[config.mk]
export PLATFORM = sky130hd
export DESIGN_NAME = pgwin_flash_regs
export DESIGN_NICKNAME = d
export VERILOG_FILES = /design/src/rtl/pgwin_pkg.sv /design/src/rtl/pgwin_page_reg.sv /design/src/rtl/pgwin_flash_ctl.sv /design/src/rtl/pgwin_rd_mux.sv /design/src/rtl/pgwin_flash_regs.sv
export SDC_FILE = /design/constraint.sdc
export NUM_CORES = 1
export LEC_CHECK = 0
export ABC_AREA = 1
export CORE_AREA = 2 2 56 58
export DETAILED_ROUTE_END_ITERATION = 16
export DIE_AREA = 0 0 58 60
export GPL_TIMING_DRIVEN = 0
export PLACE_DENSITY = 0.72
export SLEW_MARGIN = 10
export SYNTH_ARGS = -nofsm -noshare
export SYNTH_HDL_FRONTEND = slang
export SYNTH_SLANG_ARGS = --single-unit
[constraint.sdc]
create_clock -name clk -period 1.3 [get_ports clk]
set_clock_uncertainty 0.05 [all_clocks]
set_input_delay 0.325 -clock clk [delete_from_list [all_inputs] [get_ports clk]]
set_output_delay 0.325 -clock clk [all_outputs]
set_load 0.03 [all_outputs]
[src/rtl/pgwin_pkg.sv]
// Package: shared types and bit positions for the paged window and
// flash control unit. Assumes an 8-bit data bus.
package pgwin_pkg;
    // Bit positions of the flash control fields in the register image.
    localparam int FC_PROG_BIT  = 0;
    localparam int FC_ERASE_BIT = 2;
    localparam int FC_HV_BIT    = 3;

    // Stored flash control state.
    typedef struct packed {
        logic hv;
        logic erase;
        logic prog;
    } fctl_t;
endpackage

[src/rtl/pgwin_page_reg.sv]
// Page register and window translation.
// Holds the page select value. Any CPU address whose upper bits equal
// WIN_BLK is redirected to {page, low offset}; other addresses pass
// through unchanged. Assumes DATA_W >= ADDR_W - BLK_W.
module pgwin_page_reg #(
    parameter int ADDR_W = 14,
    parameter int BLK_W  = 6,
    parameter int DATA_W = 8,
    parameter logic [ADDR_W-BLK_W-1:0] WIN_BLK  = 8'h03,
    parameter logic [ADDR_W-BLK_W-1:0] PAGE_RST = 8'h08
) (
    input  logic                      clk,
    input  logic                      rst_n,
    input  logic                      wr_en,
    input  logic [DATA_W-1:0]         wdata,
    input  logic [ADDR_W-1:0]         cpu_addr,
    output logic [ADDR_W-BLK_W-1:0]   page_q,
    output logic [ADDR_W-1:0]         mem_addr
);
    localparam int PAGE_W = ADDR_W - BLK_W;

    logic in_win;

    // Page register update: reset value, else load on write.
    always_ff @(posedge clk) begin
        if (!rst_n)
            page_q <= PAGE_RST;
        else if (wr_en)
            page_q <= wdata[PAGE_W-1:0];
    end

    // Window detection and address translation.
    always_comb begin
        in_win = (cpu_addr[ADDR_W-1:BLK_W] == WIN_BLK);
        if (in_win)
            mem_addr = {page_q, cpu_addr[BLK_W-1:0]};
        else
            mem_addr = cpu_addr;
    end

    // A write must be visible in the page register on the next cycle.
    assert_page_load_R3: assert property (@(posedge clk) disable iff (!rst_n)
        (wr_en && rst_n) |=> (page_q == $past(wdata[PAGE_W-1:0])));
endmodule

[src/rtl/pgwin_flash_ctl.sv]
// Flash control register with hardware interlocks.
// PROG and ERASE are mutually exclusive. HV needs one of them. Security
// freezes PROG. Assumes only the three field bits of the write are given.
module pgwin_flash_ctl
    import pgwin_pkg::*;
(
    input  logic  clk,
    input  logic  rst_n,
    input  logic  wr_en,
    input  logic  wr_hv,
    input  logic  wr_erase,
    input  logic  wr_prog,
    input  logic  secure,
    output fctl_t st_q
);
    fctl_t nxt;
    logic  req_prog;
    logic  req_erase;
    logic  reject;

    // Next state: apply security, then the exclusion check, then the HV gate.
    always_comb begin
        req_prog  = secure ? st_q.prog : wr_prog;
        req_erase = wr_erase;
        reject    = (req_prog & req_erase)
                  | (req_prog  & ~st_q.prog  & st_q.erase)
                  | (req_erase & ~st_q.erase & st_q.prog);
        nxt = st_q;
        if (wr_en) begin
            nxt.prog  = reject ? st_q.prog  : req_prog;
            nxt.erase = reject ? st_q.erase : req_erase;
            nxt.hv    = wr_hv & (nxt.prog | nxt.erase);
        end
    end

    // State register: all fields clear on reset.
    always_ff @(posedge clk) begin
        if (!rst_n)
            st_q <= '0;
        else
            st_q <= nxt;
    end

    assert_excl_R5: assert property (@(posedge clk) disable iff (!rst_n)
        !(st_q.prog && st_q.erase));

    assert_hv_needs_op_R6: assert property (@(posedge clk) disable iff (!rst_n)
        st_q.hv |-> (st_q.prog || st_q.erase));

    assert_secure_freeze_R7: assert property (@(posedge clk) disable iff (!rst_n)
        (secure && rst_n) |=> (st_q.prog == $past(st_q.prog)));
endmodule

[src/rtl/pgwin_rd_mux.sv]
// Read data selection. Returns the addressed register image while the
// read strobe is high; returns zero otherwise and for unknown addresses.
module pgwin_rd_mux
    import pgwin_pkg::*;
#(
    parameter int DATA_W = 8,
    parameter int PAGE_W = 8
) (
    input  logic              rd,
    input  logic              sel_page,
    input  logic              sel_fctl,
    input  logic [PAGE_W-1:0] page,
    input  fctl_t             fctl,
    output logic [DATA_W-1:0] rdata
);
    // Assemble the addressed register; reserved bits stay zero.
    always_comb begin
        rdata = '0;
        if (rd && sel_page) begin
            rdata[PAGE_W-1:0] = page;
        end else if (rd && sel_fctl) begin
            rdata[FC_HV_BIT]    = fctl.hv;
            rdata[FC_ERASE_BIT] = fctl.erase;
            rdata[FC_PROG_BIT]  = fctl.prog;
        end
    end
endmodule

[src/rtl/pgwin_flash_regs.sv]
// Top: paged direct-page window plus flash control register.
// Decodes the two register addresses, instantiates the page register,
// the flash control and the read mux. Assumes single-cycle strobes and
// register addresses outside the window.
module pgwin_flash_regs
    import pgwin_pkg::*;
#(
    parameter int ADDR_W = 14,
    parameter int BLK_W  = 6,
    parameter int DATA_W = 8,
    parameter logic [ADDR_W-1:0] PAGE_ADDR = 14'h0010,
    parameter logic [ADDR_W-1:0] FCTL_ADDR = 14'h0011,
    parameter logic [ADDR_W-BLK_W-1:0] WIN_BLK  = 8'h03,
    parameter logic [ADDR_W-BLK_W-1:0] PAGE_RST = 8'h08
) (
    input  logic              clk,
    input  logic              rst_n,
    input  logic [ADDR_W-1:0] bus_addr,
    input  logic [DATA_W-1:0] bus_wdata,
    input  logic              bus_wr,
    input  logic              bus_rd,
    output logic [DATA_W-1:0] bus_rdata,
    input  logic              secure,
    output logic [ADDR_W-1:0] mem_addr,
    output logic              flash_prog,
    output logic              flash_erase,
    output logic              flash_hv
);
    localparam int PAGE_W = ADDR_W - BLK_W;

    logic              hit_page;
    logic              hit_fctl;
    logic [PAGE_W-1:0] page_q;
    fctl_t             fctl_q;

    // Register address decode.
    always_comb begin
        hit_page = (bus_addr == PAGE_ADDR);
        hit_fctl = (bus_addr == FCTL_ADDR);
    end

    pgwin_page_reg #(
        .ADDR_W(ADDR_W), .BLK_W(BLK_W), .DATA_W(DATA_W),
        .WIN_BLK(WIN_BLK), .PAGE_RST(PAGE_RST)
    ) page_i (
        .clk(clk), .rst_n(rst_n),
        .wr_en(bus_wr && hit_page),
        .wdata(bus_wdata),
        .cpu_addr(bus_addr),
        .page_q(page_q),
        .mem_addr(mem_addr)
    );

    pgwin_flash_ctl fctl_i (
        .clk(clk), .rst_n(rst_n),
        .wr_en(bus_wr && hit_fctl),
        .wr_hv(bus_wdata[FC_HV_BIT]),
        .wr_erase(bus_wdata[FC_ERASE_BIT]),
        .wr_prog(bus_wdata[FC_PROG_BIT]),
        .secure(secure),
        .st_q(fctl_q)
    );

    pgwin_rd_mux #(.DATA_W(DATA_W), .PAGE_W(PAGE_W)) rmux_i (
        .rd(bus_rd), .sel_page(hit_page), .sel_fctl(hit_fctl),
        .page(page_q), .fctl(fctl_q), .rdata(bus_rdata)
    );

    // Drive the flash operation lines from the stored state.
    always_comb begin
        flash_prog  = fctl_q.prog;
        flash_erase = fctl_q.erase;
        flash_hv    = fctl_q.hv;
    end

    assert_idle_rdata_R9: assert property (@(posedge clk) disable iff (!rst_n)
        !bus_rd |-> (bus_rdata == '0));
endmodule

After elaboration in Yosys (flattened, before gate mapping)
Cells that the tools add are included.
{"block": "word_totals", "word_cells": 32, "regBits": 11, "input_bits": 27, "out_inout_bits": 25}
{"block": "op_classes", "n_eq_ne": 3, "reduce_logical": 4, "mux": 10, "bitwise": 11}
{"cell": "$eq A14 B5 Y1 const B", "n": 2}
{"cell": "$mux W14", "n": 1}
{"cell": "$eq A8 B2 Y1 const B", "n": 1}
{"cell": "$and A1 B1 Y1", "n": 6}
{"cell": "$mux W1", "n": 6}
{"cell": "$logic_and A1 B1 Y1", "n": 4}
{"cell": "$mux W2", "n": 2}
{"cell": "$mux W4", "n": 1}
{"cell": "$or A1 B1 Y1", "n": 3}
{"cell": "$not A1 Y1", "n": 2}

Depth between registers and ports, before layout
Gate-level depths: netlist of the first run.
{"block": "depth", "ltp_word": 8, "depth_mapped": 9, "ltp_nobuf": 8}

Modules after synthesis
A second synthesis of the first run with hierarchy kept.
{"block": "unflattened", "cells_unflattened": 162, "area_unflattened_um2": 897.1}
{"module": "pgwin_page_reg", "area_each_um2": 455.4, "cells_each": 70, "instances": 1, "seq_area_each_um2": 160.2}
{"module": "pgwin_flash_ctl", "area_each_um2": 202.7, "cells_each": 31, "instances": 1, "seq_area_each_um2": 60.1}
{"module": "pgwin_flash_regs", "area_each_um2": 127.6, "cells_each": 32, "instances": 1, "seq_area_each_um2": 0.0}
{"module": "pgwin_rd_mux", "area_each_um2": 111.4, "cells_each": 29, "instances": 1, "seq_area_each_um2": 0.0}

Worst setup path before layout of the first run
OpenSTA, ideal clock, no wires.
{"block": "synth_timing", "kind": "input to output", "start": "input bus_addr[13]", "end": "output mem_addr[6]", "n_path_buf": 0, "stages": 5, "setup_slack_ns": -0.581, "t_arrival_ns": 1.506, "required_ns": 0.925, "cell_sequence": "nor2_2 -> nand3_4 -> inv_1 -> nand3_2 -> o21ai_0"}
{"block": "synth_via", "elab_chain_cells": 2}
{"element": "start: declaration", "line": "pgwin_flash_regs.sv:18", "rtl": "input logic [ADDR_W-1:0] bus_addr,"}
{"element": "$eq A8 B2 Y1", "line": "pgwin_page_reg.sv:34", "rtl": "in_win = (cpu_addr[ADDR_W-1:BLK_W] == WIN_BLK);"}
{"element": "$mux W14", "line": "pgwin_page_reg.sv:35", "rtl": "if (in_win)"}
{"element": "end: declaration", "line": "pgwin_flash_regs.sv:24", "rtl": "output logic [ADDR_W-1:0] mem_addr,"}
Every way passes these cells.

Worst setup path in the final report of the first run
{"block": "layout_timing", "start": "input bus_addr[3]", "end": "output bus_rdata[0]"}
{"block": "layout_via", "elab_chain_cells": 4}
{"element": "$eq A14 B5 Y1", "line": "pgwin_flash_regs.sv:39", "rtl": "hit_fctl = (bus_addr == FCTL_ADDR);"}
{"element": "$logic_and A1 B1 Y1", "line": "pgwin_rd_mux.sv:21", "rtl": "end else if (rd && sel_fctl) begin"}
{"element": "$mux W1", "line": "pgwin_rd_mux.sv:21"}
{"element": "$mux W1 *", "line": "pgwin_rd_mux.sv:19", "rtl": "if (rd && sel_page) begin"}
{"element": "end: declaration", "line": "pgwin_flash_regs.sv:22", "rtl": "output logic [DATA_W-1:0] bus_rdata,"}
Mark *: on every way between the ends. The rest lies on a longest branch, timed or not.

==> results.cfg, run 1 <==
[worst_setup_path]
path_buf_inv = 4
crit_arrival_ns = 1.41
crit_chain = buf_6, nor2_4, inv_2, nor3_4, nand3_4, buf_12, o21ai_4, buf_6
criticalPathCategory = in2out
critPathRequiredTime_ns = 0.93
startpoint_type = input pin
path_delay_family = simple AND/OR/NAND/NOR gates
slowest_stage = nor3_4
crit_path_end_kind = primary output
path_max_fanout = 8
critical-path-max-stage-delay_ns = 0.25
crit_top_cell = buf_6

[global_route]
antenna_found_initial = 0
track_usage = 0.196
grt_pass1_vias = 1166
grt_start_max_net_pins = 11
grt_pass1_wl_mm = 5.15
grt_overflow = 0

[clocking]
cts_tree = yes
insertion_delay_ns = 0.27
cts.reportedPaths.clkPinSlew_ns = 0.07
clockRootBuffer = clkbuf_4
clock_path_buffers = 2
cts_sinks = 11
htree_levels = 1
cts_inserted_buffers = 3
holdBufCountCts = 0

[timing]
rsz0062_at_grt = true
finalWorstSetupSlack_ns = -0.484
relSlewSlack = 0.795
worst_pin_slew_ns = 0.307
setup_tns_ns = -6.68
min_period_ns = 1.78
whs_ns = 0.355
clock.fmax_ghz = 0.560
finalCritPeriodShare = 1.37
finalHoldViolations = 0
setup_viol = 24
drv_slew = 0

[synth]
synthCells = 139
synth_warnings = 0
synth_seq_cells = 11
syn_nets = 166
syn_area_um2 = 933
ys_seq_area_frac = 0.236
yosysUniqueCellTypes = 24
avgSynthCellArea_um2 = 6.72

[power_and_ir_drop]
power_density_mw_per_mm2 = 449
p_leak_nw = 0.888
peakVddDrop_uv = 449

[cells_and_area]
seq_area_um2 = 228
multi_input_area_um2 = 840
nFillCells = 226
antenna_cells = 0
area_growth_pct = 115
utilization = 0.690
layout.nets = 238
stdcell_count = 243
layout-drive-gt1-share = 0.595

[place]
dp_hpwl_mm = 2.20
io_buffers = 51
gp_congestion = 0.816
dp_cells = 223

[drt]
drt_iter0_markers = 24
drcViolationCount = 0
drt-pass1-iter-count = 4
wl_per_cell_um = 13.0
routed_wl_mm = 3.15
via_count = 1144
ant_nets = 0
routed_via_density = 4.71

[floorplan]
core_area_mm2 = 0.00290
fp.dieW_um = 58
fp-row-count = 20
design.die.area_mm2 = 0.00348
ioPinCount = 52
start_util = 0.322
die_h_um = 60

[job]
max-cap-violations = 0

[run_status]
run_status = finished, violations left
violations = setup timing

[worst_hold_path]
hp-class = in2reg
==> state kept, by name (all words and copies together), names as in the netlist <==
name and count:
fctl_i.st_q 3, page_i.page_q 8
==> worst register-to-register path, cell delays in order, from the launching register on <==
cell and delay, ns:
dfxtp_4 0.37, inv_1 0.07, o21bai_1 0.20, inv_1 0.08, nand2_1 0.09, nand2_2 0.07, nor3_2 0.16, nor2_1 0.06
==> cell usage after synthesis, drive strengths merged <==
cell type	n	area, um2
o21bai	7	52.6
nand3	11	90.1
inv	27	101
nand2	27	114
dfxtp	11	220
nor2	28	150
clkbuf	1	3.75
o21ai	12	86.3
buf	7	56.3
nand4	3	18.8
o211ai	2	20.0
nor3	3	20.0
==> through the flow <==
stage	instance area, um2	total power, W	setup slack, ns
2_1_floorplan	1120	0.000483	-0.329
3_5_place_dp	1670	0.000640	-1.51
3_3_place_gp	1670	0.000637	-1.47
5_1_grt	2000	0.000950	-0.533
4_1_cts	1970	0.000909	-0.468
6_report	2000	0.000900	-0.484
==> cells by family (layout without fill, tap and decap cells) <==
family | count (synthesis) | in the layout | synth area share
compound gates | 21 | 21 | 0.170
simple gates | 72 | 73 | 0.421
flops | 11 | 11 | 0.236
buf+inv | 35 | 105 | 0.173
==> power breakdown <==
| group | leakage, nW | switching [W] | internal [W] |
|---|---|---|---|
| Clock | 0.0150 | 0.000115 | 0.000119 |
| Combinational | 0.783 | 0.000158 | 0.000176 |
| Sequential | 0.0902 | 0.0000000130 | 0.000333 |
==> repair_timing <==
| item | in CTS | in global routing |
|---|---|---|
| gates resized for setup | 247 | 18 |
| gates cloned | 2 | 0 |
| setup endpoints to repair | 36 | 27 |
| setup buffers | 20 | 3 |
| pin swaps | 25 | 16 |
==> layout make-up <==
type / count / area share
Tap cell: 33 / 0.0206
Timing Repair Buffer: 66 / 0.348
Clock buffer: 4 / 0.0131
Sequential cell: 11 / 0.114
Inverter: 27 / 0.0531
Buffer: 8 / 0.0325
Multi-Input combinational cell: 94 / 0.419
==> placed cells by master (no fill, tap or decap), drive strengths merged <==
cell,n
buf,54
nor2,28
inv,27
nand2,27
o21ai,12
nand3,12
dfxtp,11
clkdlybuf4s50,8
o21bai,7
clkbuf,6
dlygate4sd2,4
clkdlybuf4s15,4
nand4,3
nor3,3
dlymetal6s2s,2
o211ai,2
==> path summary, 6_finish.rpt <==
kind	start	to	slack, ns	cells past startpoint
worst min register to register	page_i.page_q[3]	page_i.page_q[3]	0.47	2
worst max register to register	fctl_i.st_q[1]	fctl_i.st_q[2]	0.05	7
worst min-delay path	bus_wdata[0]	page_i.page_q[0]	0.35	3
worst max-delay path	bus_addr[3]	bus_rdata[0]	-0.48	8
==> metal layers <==
metal,up-vias,global-route usage,part of all wire
met5,-,0,0
met4,0,0.0399,0.013
met3,2,0.0519,0.049
met2,32,0.394,0.58
met1,530,0.201,0.36
li1,580,-,-
Power figures use the tool's default switching activity.
==> run 2, diff against run 1 <==
- CELL_PAD_IN_SITES_DETAIL_PLACEMENT: not set -> 0
- CELL_PAD_IN_SITES_GLOBAL_PLACEMENT: not set -> 1
- CORE_AREA: 2 2 56 58 -> 2 2 67 69
- DIE_AREA: 0 0 58 60 -> 0 0 69 71
- PLACE_DENSITY: 0.72 -> not set
- PLACE_DENSITY_LB_ADDON: not set -> 0.1
==> run 2 against run 1 <==
The flow still finishes with violations (setup timing); power is 12% higher; setup slack better by 0.018 ns; sequential share of layout area shrank 0.44 points; clock power is 48% higher; combinational power is 4% lower; flip-flop and latch count stayed put; design area is 1.7% higher; die area increased by 41%; via count is 4.0% lower.
==> results.cfg, run 2 (synthesis gave the netlist of run 1 again) <==
[clocking]
cts.reportedPaths.clkPinSlew_ns = 0.05
cts_tree = yes
cts_inserted_buffers = 3
holdBufCountCts = 0
clockRootBuffer = clkbuf_8
htree_levels = 1
insertion_delay_ns = 0.23
cts_sinks = 11
clock_path_buffers = 2

[run_status]
violations = setup timing
run_status = finished, violations left

[cells_and_area]
regMostFlops = page_i.page_q
antenna_cells = 0
final_area_mm2 = 0.00204
layout-drive-gt1-share = 0.594
largest_reg_flops = 8
layout.nets = 240
top_regs = page_i.page_q x8, fctl_i.st_q x3
final_cell_mix = buf_6 (23), inv_1 (22), buf_4 (19)
area_growth_pct = 118
final_common_cell = buf_6
nFillCells = 410

[worst_setup_path]
rr_endpoint = fctl_i.st_q[2]
startpoint_type = input pin
reg2reg_slack_ns = 0.12
crit_chain = buf_8, nor2_4, nand2_4, nor3_4, nand3_4, buf_12, o21ai_4, buf_6
cp_num_cells = 8
path_delay_family = simple AND/OR/NAND/NOR gates
critical-path-max-stage-delay_ns = 0.23
critPathRequiredTime_ns = 0.93
slowest_stage = nor3_4
path_buf_inv = 3
criticalPathCategory = in2out
path_max_fanout = 6
crit_arrival_ns = 1.39
reg2reg_from = fctl_i.st_q[1]
crit_path_end_kind = primary output
r2r_cells = 7

[worst_hold_path]
hp-class = reg2reg
min_from = page_i.page_q[3]
hold_depth = 2
hold_end = page_i.page_q[3]

[timing]
clock.fmax_ghz = 0.566
worst_pin_slew_ns = 0.329
min_period_ns = 1.77
finalHoldViolations = 0
relSlewSlack = 0.781
finalCritPeriodShare = 1.36
drv_slew = 0
finalWorstSetupSlack_ns = -0.466
setup_viol = 19
rsz0062_at_grt = true

[floorplan]
fp-row-count = 24
core_area_mm2 = 0.00420
fp.dieW_um = 69
design.die.area_mm2 = 0.00490
die_h_um = 71
ioPinCount = 52
start_util = 0.222

[global_route]
grt_pass1_vias = 1076
grt_start_max_net_pins = 11
track_usage = 0.126
antenna_found_initial = 0
grt_pass1_wl_mm = 4.96
grt_overflow = 0

[power_and_ir_drop]
power_density_mw_per_mm2 = 492
p_total_w = 0.00100
peakVddDrop_uv = 206
p_leak_nw = 0.884

[place]
io_buffers = 51
dp_hpwl_mm = 2.29
gp_congestion = 0.748
place_area_mm2 = 0.00170

[drt]
drt_iter0_markers = 29
routed_wl_mm = 3.07
wl_per_cell_um = 11.6
drcViolationCount = 0
ant_nets = 0
routed_via_density = 4.16
via_count = 1098
drt-pass1-iter-count = 4

[job]
max-cap-violations = 0
==> run 2: layout make-up <==
cell class	count	area (um2)	area share
clock buffer	4	45.0	0.0221
tap	52	65.1	0.0319
multi-input combinational	93	822	0.403
timing repair buffer	69	704	0.346
inverter	27	109	0.0534
buffer	8	70.1	0.0344
sequential	11	223	0.109
==> run 2: per-stage QoR <==
step / worst slack (ns) / hold WS, ns / TNS, ns / cells / util
finish: -0.466 / 0.420 / -6.06 / 264 / 0.485
global route: -0.534 / 0.441 / -7.59 / 264 / 0.485
CTS: -0.462 / 0.422 / -6.19 / 262 / 0.464
detailed placement: -1.54 / 0.408 / -33.52 / 242 / 0.403
global placement: -1.50 / 0.402 / -33.34 / 242 / 0.403
floorplan: -0.329 / 0.388 / -3.82 / 139 / -
==> run 2: worst max-delay path by stage <==
| stage | from | endpoint | slack (ns) |
|---|---|---|---|
| 2_1_floorplan | bus_addr[3] | bus_rdata[0] | -0.33 |
| 3_3_place_gp | bus_addr[7] | bus_rdata[0] | -1.50 |
| 3_5_place_dp | bus_addr[7] | bus_rdata[0] | -1.54 |
| 4_1_cts | bus_addr[10] | bus_rdata[2] | -0.46 |
| 5_1_grt | bus_addr[6] | bus_rdata[0] | -0.53 |
| 6_report | bus_addr[6] | bus_rdata[3] | -0.47 |
==> run 2: routing by layer <==
| layer | global-route usage | routed length [um] |
|---|---|---|
| met1 | 0.154 | 1290 |
| met2 | 0.224 | 1620 |
| met3 | 0.0271 | 148 |
| met5 | 0 | 0 |
| met4 | 0.0327 | 12 |
==> run 2: power breakdown <==
| part | internal, W | switching (W) |
|---|---|---|
| combinational | 0.000168 | 0.000152 |
| clock | 0.000216 | 0.000130 |
| sequential | 0.000337 | 0.0000000108 |
| total | 0.000721 | 0.000283 |
==> run 2: worst register-to-register path, stage by stage, from the launching register on <==
cell      delay, ns
dfxtp_2        0.35
inv_1          0.07
o21bai_1       0.18
inv_1          0.07
nand2_1        0.06
nand2_1        0.08
nor3_2         0.16
nor2_1         0.05
==> run 2: what timing repair did <==
action                     in CTS  in global routing
buffers inserted               16                  1
setup endpoints to repair      36                 29
cloned                          0                  1
pin swaps                      16                 10
resized for setup             231                 16
